File: src/rtl/adc_seq_pkg.sv
package adc_seq_pkg;

  typedef enum logic [2:0] {
    ST_IDLE,
    ST_STARTUP,
    ST_SHOLD,
    ST_CONVERT,
    ST_PUSH
  } seq_state_e;

endpackage

File: src/rtl/adc_trig_detect.sv
module adc_trig_detect #(
  parameter int TRIG_N = 4,
  localparam int TSEL_W = (TRIG_N > 1) ? $clog2(TRIG_N) : 1
) (
  input  logic              clk,
  input  logic              rst_n,
  input  logic [TRIG_N-1:0] hw_trig,
  input  logic [TSEL_W-1:0] trig_sel,
  input  logic              trig_en,
  input  logic              sw_start,
  output logic              start_req
);

  logic sel_now;
  logic sel_prev;
  logic hw_rise;

  always_comb begin
    sel_now = 1'b0;
    for (int i = 0; i < TRIG_N; i++) begin
      if (trig_sel == TSEL_W'(i)) sel_now = hw_trig[i];
    end
  end

  always_ff @(posedge clk or negedge rst_n) begin
    if (!rst_n) sel_prev <= 1'b1;
    else        sel_prev <= sel_now;
  end

  assign hw_rise   = sel_now & ~sel_prev;
  assign start_req = sw_start | (trig_en & hw_rise);

  AST_EDGE_ONCE: assert property (@(posedge clk) disable iff (!rst_n)
    hw_rise |=> !hw_rise);

endmodule

File: src/rtl/adc_ch_mask.sv
module adc_ch_mask #(
  parameter int NUM_CH = 8
) (
  input  logic              clk,
  input  logic              rst_n,
  input  logic [NUM_CH-1:0] ch_set,
  input  logic [NUM_CH-1:0] ch_clr,
  output logic [NUM_CH-1:0] mask
);

  always_ff @(posedge clk or negedge rst_n) begin
    if (!rst_n) mask <= '0;
    else        mask <= (mask | ch_set) & ~ch_clr;
  end

  AST_CLEAR_WINS: assert property (@(posedge clk) disable iff (!rst_n)
    (|ch_clr) |=> ((mask & $past(ch_clr)) == '0));

endmodule

File: src/rtl/adc_wait_timer.sv
module adc_wait_timer #(
  parameter int PRE_W  = 8,
  parameter int WAIT_W = 8
) (
  input  logic              clk,
  input  logic              rst_n,
  input  logic              restart,
  input  logic [PRE_W-1:0]  prescale,
  input  logic [WAIT_W-1:0] limit,
  output logic              done
);

  logic [PRE_W-1:0]  pcnt;
  logic [WAIT_W-1:0] wcnt;
  logic              tick;

  assign tick = (pcnt == prescale);
  assign done = tick && (wcnt == limit);

  always_ff @(posedge clk or negedge rst_n) begin
    if (!rst_n) begin
      pcnt <= '0;
      wcnt <= '0;
    end else if (restart) begin
      pcnt <= '0;
      wcnt <= '0;
    end else if (tick) begin
      pcnt <= '0;
      wcnt <= wcnt + 1'b1;
    end else begin
      pcnt <= pcnt + 1'b1;
    end
  end

endmodule

File: src/rtl/adc_result_slot.sv
module adc_result_slot #(
  parameter int DATA_W = 12,
  parameter int CH_W   = 3
) (
  input  logic              clk,
  input  logic              rst_n,
  input  logic              load,
  input  logic [DATA_W-1:0] load_data,
  input  logic [CH_W-1:0]   load_ch,
  output logic              free,
  output logic              m_valid,
  input  logic              m_ready,
  output logic [DATA_W-1:0] m_data,
  output logic [CH_W-1:0]   m_ch
);

  assign free = !m_valid || m_ready;

  always_ff @(posedge clk or negedge rst_n) begin
    if (!rst_n) begin
      m_valid <= 1'b0;
      m_data  <= '0;
      m_ch    <= '0;
    end else if (load) begin
      m_valid <= 1'b1;
      m_data  <= load_data;
      m_ch    <= load_ch;
    end else if (m_ready) begin
      m_valid <= 1'b0;
    end
  end

  AST_VALID_HOLD: assert property (@(posedge clk) disable iff (!rst_n)
    (m_valid && !m_ready) |=> (m_valid && $stable(m_data) && $stable(m_ch)));

endmodule

File: src/rtl/adc_seq_ctrl.sv
module adc_seq_ctrl
  import adc_seq_pkg::*;
#(
  parameter int NUM_CH = 8,
  parameter int DATA_W = 12,
  parameter int PRE_W  = 8,
  parameter int WAIT_W = 8,
  parameter int TRIG_N = 4,
  localparam int CH_W   = (NUM_CH > 1) ? $clog2(NUM_CH) : 1,
  localparam int TSEL_W = (TRIG_N > 1) ? $clog2(TRIG_N) : 1
) (
  input  logic              clk,
  input  logic              rst_n,
  input  logic              cfg_sleep,
  input  logic [PRE_W-1:0]  cfg_prescale,
  input  logic [WAIT_W-1:0] cfg_startup,
  input  logic [WAIT_W-1:0] cfg_shold,
  input  logic              cfg_trig_en,
  input  logic [TSEL_W-1:0] cfg_trig_sel,
  input  logic [TRIG_N-1:0] hw_trig,
  input  logic              sw_start,
  input  logic [NUM_CH-1:0] ch_set,
  input  logic [NUM_CH-1:0] ch_clr,
  output logic [NUM_CH-1:0] ch_enabled,
  output logic              busy,
  output logic              ana_pwr_en,
  output logic              conv_req,
  output logic [CH_W-1:0]   conv_ch,
  input  logic              conv_done,
  input  logic [DATA_W-1:0] conv_data,
  output logic              m_valid,
  input  logic              m_ready,
  output logic [DATA_W-1:0] m_data,
  output logic [CH_W-1:0]   m_ch
);

  seq_state_e        state;
  logic [NUM_CH-1:0] pending;
  logic [NUM_CH-1:0] pick_src;
  logic [CH_W-1:0]   pick_ch;
  logic [CH_W-1:0]   cur_ch;
  logic [DATA_W-1:0] cap_data;
  logic              pwr_on;
  logic              start_req;
  logic              go;
  logic              wait_done;
  logic              timer_restart;
  logic [WAIT_W-1:0] wait_limit;
  logic              slot_free;
  logic              slot_load;
  logic              more;

  adc_trig_detect #(.TRIG_N(TRIG_N)) u_trig (
    .clk       (clk),
    .rst_n     (rst_n),
    .hw_trig   (hw_trig),
    .trig_sel  (cfg_trig_sel),
    .trig_en   (cfg_trig_en),
    .sw_start  (sw_start),
    .start_req (start_req)
  );

  adc_ch_mask #(.NUM_CH(NUM_CH)) u_mask (
    .clk    (clk),
    .rst_n  (rst_n),
    .ch_set (ch_set),
    .ch_clr (ch_clr),
    .mask   (ch_enabled)
  );

  adc_wait_timer #(.PRE_W(PRE_W), .WAIT_W(WAIT_W)) u_timer (
    .clk      (clk),
    .rst_n    (rst_n),
    .restart  (timer_restart),
    .prescale (cfg_prescale),
    .limit    (wait_limit),
    .done     (wait_done)
  );

  adc_result_slot #(.DATA_W(DATA_W), .CH_W(CH_W)) u_slot (
    .clk       (clk),
    .rst_n     (rst_n),
    .load      (slot_load),
    .load_data (cap_data),
    .load_ch   (cur_ch),
    .free      (slot_free),
    .m_valid   (m_valid),
    .m_ready   (m_ready),
    .m_data    (m_data),
    .m_ch      (m_ch)
  );

  // Lowest set channel of the active source mask.
  assign pick_src = (state == ST_IDLE) ? ch_enabled : pending;

  always_comb begin
    pick_ch = '0;
    for (int i = NUM_CH - 1; i >= 0; i--) begin
      if (pick_src[i]) pick_ch = CH_W'(i);
    end
  end

  assign go         = (state == ST_IDLE) && start_req && (|ch_enabled);
  assign more       = |pending;
  assign slot_load  = (state == ST_PUSH) && slot_free;
  assign wait_limit = (state == ST_STARTUP) ? cfg_startup : cfg_shold;

  assign timer_restart = go
                      || ((state == ST_STARTUP) && wait_done)
                      || (slot_load && more);

  always_ff @(posedge clk or negedge rst_n) begin
    if (!rst_n) begin
      state    <= ST_IDLE;
      pending  <= '0;
      cur_ch   <= '0;
      cap_data <= '0;
      conv_req <= 1'b0;
      pwr_on   <= 1'b0;
    end else begin
      conv_req <= 1'b0;
      unique case (state)
        ST_IDLE: begin
          if (go) begin
            if (cfg_sleep) begin
              pwr_on  <= 1'b1;
              pending <= ch_enabled;
              state   <= ST_STARTUP;
            end else begin
              cur_ch  <= pick_ch;
              pending <= ch_enabled & ~(NUM_CH'(1) << pick_ch);
              state   <= ST_SHOLD;
            end
          end
        end
        ST_STARTUP: begin
          if (wait_done) begin
            cur_ch  <= pick_ch;
            pending <= pending & ~(NUM_CH'(1) << pick_ch);
            state   <= ST_SHOLD;
          end
        end
        ST_SHOLD: begin
          if (wait_done) begin
            conv_req <= 1'b1;
            state    <= ST_CONVERT;
          end
        end
        ST_CONVERT: begin
          if (conv_done) begin
            cap_data <= conv_data;
            state    <= ST_PUSH;
          end
        end
        ST_PUSH: begin
          if (slot_free) begin
            if (more) begin
              cur_ch  <= pick_ch;
              pending <= pending & ~(NUM_CH'(1) << pick_ch);
              state   <= ST_SHOLD;
            end else begin
              pwr_on <= 1'b0;
              state  <= ST_IDLE;
            end
          end
        end
        default: state <= ST_IDLE;
      endcase
    end
  end

  assign busy       = (state != ST_IDLE);
  assign ana_pwr_en = !cfg_sleep || pwr_on;
  assign conv_ch    = cur_ch;

  AST_REQ_PULSE: assert property (@(posedge clk) disable iff (!rst_n)
    conv_req |=> !conv_req);

  AST_BUSY_POWERED: assert property (@(posedge clk) disable iff (!rst_n)
    busy |-> ana_pwr_en);

  AST_EMPTY_STAYS_IDLE: assert property (@(posedge clk) disable iff (!rst_n)
    (!busy && ch_enabled == '0) |=> !busy);

  AST_NO_REQ_IDLE: assert property (@(posedge clk) disable iff (!rst_n)
    conv_req |-> busy);

endmodule

File: config.mk
export PLATFORM = sky130hd
export DESIGN_NAME = adc_seq_ctrl
export DESIGN_NICKNAME = d
export VERILOG_FILES = /design/src/rtl/adc_seq_pkg.sv /design/src/rtl/adc_trig_detect.sv /design/src/rtl/adc_ch_mask.sv /design/src/rtl/adc_wait_timer.sv /design/src/rtl/adc_result_slot.sv /design/src/rtl/adc_seq_ctrl.sv
export SDC_FILE = /design/constraint.sdc
export NUM_CORES = 1
export LEC_CHECK = 0
export ABC_AREA = 1
export CAP_MARGIN = 20
export CORE_MARGIN = 3
export CORE_UTILIZATION = 40
export CTS_BUF_LIST = sky130_fd_sc_hd__clkbuf_8
export CTS_CLUSTER_SIZE = 24
export DETAILED_ROUTE_END_ITERATION = 10
export GPL_TIMING_DRIVEN = 1
export PLACE_DENSITY = 0.67
export RECOVER_POWER = 25
export SYNTH_ARGS = -nofsm -noshare
export SYNTH_HDL_FRONTEND = slang
export SYNTH_SLANG_ARGS = --single-unit
export TNS_END_PERCENT = 50
File: constraint.sdc
create_clock -name clk -period 5.3 [get_ports clk]
set_input_delay 1.06 -clock clk [delete_from_list [all_inputs] [get_ports clk]]
set_output_delay 1.06 -clock clk [all_outputs]
set_load 0.02 [all_outputs]
==> impl_metrics.json, run 1 <==
{
  "synth_top_area_cell": "dfrtp_1",
  "die_y_um": 104,
  "cts_made_buffers": 9,
  "avgSynthCellArea_um2": 8.36,
  "end_kind": "output port",
  "slew_violations": 33,
  "dp_hpwl_um": 6460,
  "async_flop_share_pct": 100,
  "fp.dieW_um": 104,
  "cts_hold_buf": 0,
  "crit_path_max_fanout": 4,
  "max_cap_viol_count": 1,
  "synth.distinct_cells": 41,
  "fin_crit_sh_pct": 65.7,
  "syn-num-nets": 523,
  "setup_viol_count_final": 0,
  "cts.sinks": 69,
  "route.detailed.drc": 0,
  "place_congestion": 0.826,
  "max-slew-margin-rel_pct": -19.2,
  "vias_per_cell": 4.77,
  "drt-wirelength-per-cell_um": 12.7,
  "dieArea_um2": 10700,
  "status": "finished, violations left",
  "diodes": 0,
  "ant_nets": 0,
  "root_buffer": "clkbuf_8",
  "synth_cells": 456,
  "tightestPinTransition_ns": 1.79,
  "synth_area_leaders": "dfrtp_1, nand2_1, mux2_2",
  "arrival_ns": 2.42,
  "fillers": 815,
  "cts.clk_slew.worst_paths_ns": 0.07,
  "rsz0062_at_grt": "false",
  "fin_skew_ns": 0.0113,
  "met2WireLength_um": 4130,
  "worst-r2r-setup-slack_ns": 2.87,
  "worstPathCellList": "clkdlybuf4s50_1, inv_1, or2_2, clkdlybuf4s50_1",
  "fin_crit_ns": 3.48,
  "hold_violations": 0,
  "ir_drop_uv": 219,
  "cts_tree": "done",
  "io_buffer_count": 94,
  "io-pin-count": 95,
  "synth_seq_cells": 69,
  "via_count": 3266,
  "worstSetupPathType": "in2out",
  "seq_area_frac_synth_pct": 45.3,
  "final_layout_size_suffix_gt1_share_pct": 13.6,
  "hold_path.class": "reg2reg",
  "yosysTopAreaCellShare_pct": 44.6,
  "synth_top_flop_cell": "dfrtp_1",
  "nets": 620,
  "synth_edf_count": 0,
  "drt_iter0_markers": 129,
  "drt-total-wl_um": 8680,
  "mappedNetlistArea_um2": 3810,
  "clock.fmax_ghz": 0.287,
  "gr-total-overflow": 0,
  "cts_resized": 0,
  "required_ns": 4.24,
  "wl_met1_um": 3930,
  "cellPowerDensity_nw_per_um2": 470,
  "grt_max_degree": 39,
  "cp-start-kind": "input port",
  "grt_pass1_wl_um": 15100,
  "start_util_pct": 42.5,
  "fp-row-count": 34,
  "critPathMaxStageDelay_ns": 0.55,
  "setup-tns-final_ns": 0,
  "cts_setup_buffers": 0,
  "drt-pass1-iter-count": 4,
  "antenna_found_initial": 0,
  "cts_max_path_buffers": 2,
  "area_delta_synth_final_pct": 32.1,
  "p_leak_nw": 2.35,
  "track_usage_pct": 17.0,
  "wl_met3_um": 481,
  "cts_max_level": 3,
  "worst_hold_slack_ns": 0.494,
  "critPathMostFrequentCell": "clkdlybuf4s50_1",
  "clkLatencyLatePin_ns": 0.36,
  "coreArea_um2": 8980,
  "crit_slowest_cell": "clkdlybuf4s50_1",
  "yosysWarnings": 0,
  "top_layer_used": "met4",
  "violations": "capacitance limit, slew limit",
  "grt_pass1_vias": 3317
}
[final timing paths]
kind,start,to,cells after the start
setup / recovery,cfg_sleep,ana_pwr_en,4
hold / removal,u_slot.m_data[11],u_slot.m_data[11],2
setup reg to reg,state[0],u_timer.pcnt[4],10
hold reg to reg,u_slot.m_data[11],u_slot.m_data[11],2
max in group asynchronous,rst_n,u_trig.sel_prev,2
min in group asynchronous,rst_n,u_mask.mask[0],1
[flip-flops by register name, summed over array words and instances, names as in the netlist]
register	flops
conv_ch	3
u_trig.sel_prev	1
u_timer.pcnt	8
u_slot.m_ch	3
pwr_on	1
u_mask.mask	8
u_timer.wcnt	8
cap_data	12
pending	8
u_slot.m_valid	1
state	3
u_slot.m_data	12
conv_req	1
[per-layer routing]
metal  up-vias  track usage, %
met2        83            28.5
li1       1653               -
met5         -               0
met3         9            4.17
met1      1521            21.4
met4         0            6.55
[metrics by stage]
step	power [W]	utilization (%)	instances	setup WS (ns)	cell area (µm²)
finish	0.00236	56.1	684	1.82	5040
global route	0.00256	56.1	684	1.77	5040
CTS	0.00239	56.1	684	1.82	5040
detailed placement	0.00194	53.8	668	1.83	4830
global placement	0.00191	53.8	668	1.85	4830
floorplan	0.00163	-	456	2.81	3810
[cell families after synthesis]
logic type | share of synthesized area (%)
flops | 45.3
xor+xnor | 2.76
fa+ha+maj | 0.656
buf+inv | 7.25
simple gates | 31.2
compound gates | 5.12
mux | 7.65
[layout by cell type (no fill, tap or decap), types with 6 or more instances in the layout]
cell type,n
a21oi_1,7
clkbuf_8,9
clkdlybuf4s50_1,83
dfrtp_1,68
dlygate4sd3_1,10
inv_1,48
mux2_2,25
nand2_1,110
nand2_2,6
nand3_1,36
nand3b_1,7
nor2_1,60
nor3_1,6
o21ai_0,13
xor2_1,7
[synth_stat cells, drive strengths merged (2+ instances only)]
cell type and number:
xor2 7, xnor2 5, nand4 4, nor2 66
or2 4, buf 9, nand3 41, nor3b 2
a21oi 10, dfrtp 68, ha 2, mux2 25
a21boi 3, nor4 3, o21ai 17, nand3b 7
nor3 7, nand2 120, inv 51
[layout make-up]
class                           instances  area, µm²  share of cell area (%)
Clock inverter                          7       85.1                    1.69
Timing Repair Buffer                   95        942                    18.7
Inverter                               51        191                    3.80
Multi-Input combinational cell        327       1810                    35.9
Clock buffer                            9        124                    2.46
Tap cell                              126        158                    3.13
Sequential cell                        69       1730                    34.3
[critical path, delay by kind of cell]
| kind | cells | cell delay [ns] |
|---|---|---|
| buffers and inverters | 3 | 1.09 |
| and+or+nand+nor | 1 | 0.28 |
[power breakdown]
part | leakage [nW] | switching (W) | internal (W)
clock | 0.105 | 0.000218 | 0.000224
sequential | 0.883 | 0.000127 | 0.000694
combinational | 1.36 | 0.000634 | 0.000467
Note: power is estimated with default switching activity, not from simulation.
==> run 2: changes to the inputs <==
--- a/config.mk
+++ b/config.mk
@@ -13,7 +13,7 @@
 export CTS_CLUSTER_SIZE = 24
 export DETAILED_ROUTE_END_ITERATION = 10
 export GPL_TIMING_DRIVEN = 1
-export PLACE_DENSITY = 0.67
+export PLACE_DENSITY = 0.7
 export RECOVER_POWER = 25
 export SYNTH_ARGS = -nofsm -noshare
 export SYNTH_HDL_FRONTEND = slang
==> constraint.sdc (replaced) <==
create_clock -name clk -period 3 [get_ports clk]
set_input_delay 0.6 -clock clk [delete_from_list [all_inputs] [get_ports clk]]
set_output_delay 0.6 -clock clk [all_outputs]
set_load 0.02 [all_outputs]
==> run 2 against run 1 <==
Against the previous run:
- the run still ends with capacitance limit, slew limit left
- global-route usage down 0.40 points
- combinational power up 82%
- critical path depth unchanged
- critical path type unchanged
- worst hold slack better by 0.012 ns
==> impl_metrics.json, run 2 (synthesis gave the netlist of run 1 again) <==
{
  "worstSetupPathType": "in2out",
  "grt_max_degree": 42,
  "io-pin-count": 95,
  "area_delta_synth_final_pct": 33.6,
  "ir_drop_uv": 424,
  "drt_iter0_markers": 242,
  "clock.fmax_ghz": 0.392,
  "crit_path_max_fanout": 4,
  "dpl_cell_area_um2": 4860,
  "slew_violations": 29,
  "coreArea_um2": 8980,
  "nets": 623,
  "drt-wirelength-per-cell_um": 12.6,
  "status": "finished, violations left",
  "r2r_end": "u_timer.pcnt[2]",
  "cts_made_buffers": 9,
  "grt_pass1_wl_um": 15000,
  "mostFrequentLayoutCell": "nand2_1",
  "place_congestion": 0.857,
  "root_buffer": "clkbuf_8",
  "cp-start-kind": "input port",
  "io_buffer_count": 94,
  "holdPathStages": 1,
  "clkLatencyLatePin_ns": 0.34,
  "required_ns": 2.40,
  "die_y_um": 104,
  "hold_violations": 0,
  "worst-r2r-setup-slack_ns": 0.70,
  "arrival_ns": 1.95,
  "setup_viol_count_final": 0,
  "setup-tns-final_ns": 0,
  "cts_max_level": 3,
  "cts_max_path_buffers": 2,
  "fp-row-count": 34,
  "final_area_um2": 5090,
  "drt-pass1-iter-count": 5,
  "rsz0062_at_grt": "false",
  "ff2ff_path_depth": 14,
  "power_w": 0.00429,
  "reg_top3": "cap_data x12, u_slot.m_data x12",
  "grt_pass1_vias": 3289,
  "vias_per_cell": 4.72,
  "fp.dieW_um": 104,
  "gr-total-overflow": 0,
  "dp_hpwl_um": 6450,
  "fillers": 832,
  "antenna_found_initial": 0,
  "start_util_pct": 42.5,
  "dieArea_um2": 10700,
  "diodes": 0,
  "track_usage_pct": 16.6,
  "max-slew-margin-rel_pct": -8.05,
  "violations": "capacitance limit, slew limit",
  "ant_nets": 0,
  "fin_crit_sh_pct": 85.0,
  "final_cell_mix": "nand2_1, clkdlybuf4s50_1, dfrtp_1, nor2_1, inv_1",
  "final_layout_size_suffix_gt1_share_pct": 14.1,
  "p_leak_nw": 2.38,
  "cts.clk_slew.worst_paths_ns": 0.07,
  "drt-total-wl_um": 8640,
  "fin_crit_ns": 2.55,
  "cts_setup_buffers": 0,
  "holdCritStartpoint": "cap_data[10]",
  "cts.sinks": 69,
  "cts_tree": "done",
  "max_cap_viol_count": 1,
  "final_util_pct": 56.8,
  "route.detailed.drc": 0,
  "hold_path.class": "reg2reg",
  "cellPowerDensity_nw_per_um2": 843,
  "end_kind": "output port",
  "r2r_start": "state[1]",
  "via_count": 3246,
  "fin_skew_ns": 0.00559,
  "cts_resized": 0,
  "hold_end": "u_slot.m_data[10]",
  "tightestPinTransition_ns": 1.62,
  "cts_hold_buf": 0
}
## run 2: cell types whose count changed in the layout (fill, tap and decap cells not counted), sizes merged, moves of 2 or more
cell | before | now
dlygate4sd3 | 10 | 8
clkbuf | 10 | 12
clkinv | 5 | 1
clkdlybuf4s50 | 83 | 85
buf | 1 | 4
## run 2: worst max-delay path, stage by stage
cell	delay (ns)
clkdlybuf4s50_1	0.46
inv_1	0.07
or2_2	0.28
clkdlybuf4s50_1	0.54
## run 2: metal layers
layer	track usage [%]	up-vias	wire length, µm
met1	21.0	1492	3870
met2	28.1	85	4150
met5	0	-	0
met3	3.79	11	484
met4	5.89	0	127
li1	-	1658	-
## run 2: worst max path at each step
stage	startpoint	end	cells past startpoint
after detailed placement	cfg_sleep	ana_pwr_en	4
final	cfg_sleep	ana_pwr_en	4
after CTS	cfg_sleep	ana_pwr_en	4
after floorplan	cfg_prescale[2]	u_timer.wcnt[4]	10
after global routing	state[1]	conv_ch[0]	14
after global placement	cfg_sleep	ana_pwr_en	4
## run 2: power by group
part,switching (W),internal (W)
combinational,0.00116,0.000839
sequential,0.000193,0.00123
clock,0.000361,0.000515
total,0.00171,0.00258
## run 2: final cells by class
type,instances,area (µm²),share of cell area (%)
well taps,126,158,3.09
multi-input cells,327,1810,35.5
clock inverters,5,81.3,1.60
inverters,51,191,3.76
repair buffers,98,977,19.2
clock buffers,11,151,2.97
flip-flops and latches,69,1730,33.9
## run 2: stage by stage
step                hold slack [ns]  worst slack (ns)  std cells
finish                        0.506             0.449        687
global route                  0.523             0.390        687
floorplan                     0.304              1.11        456
detailed placement            0.490             0.451        671
global placement              0.482             0.465        671
CTS                           0.297             0.441        687
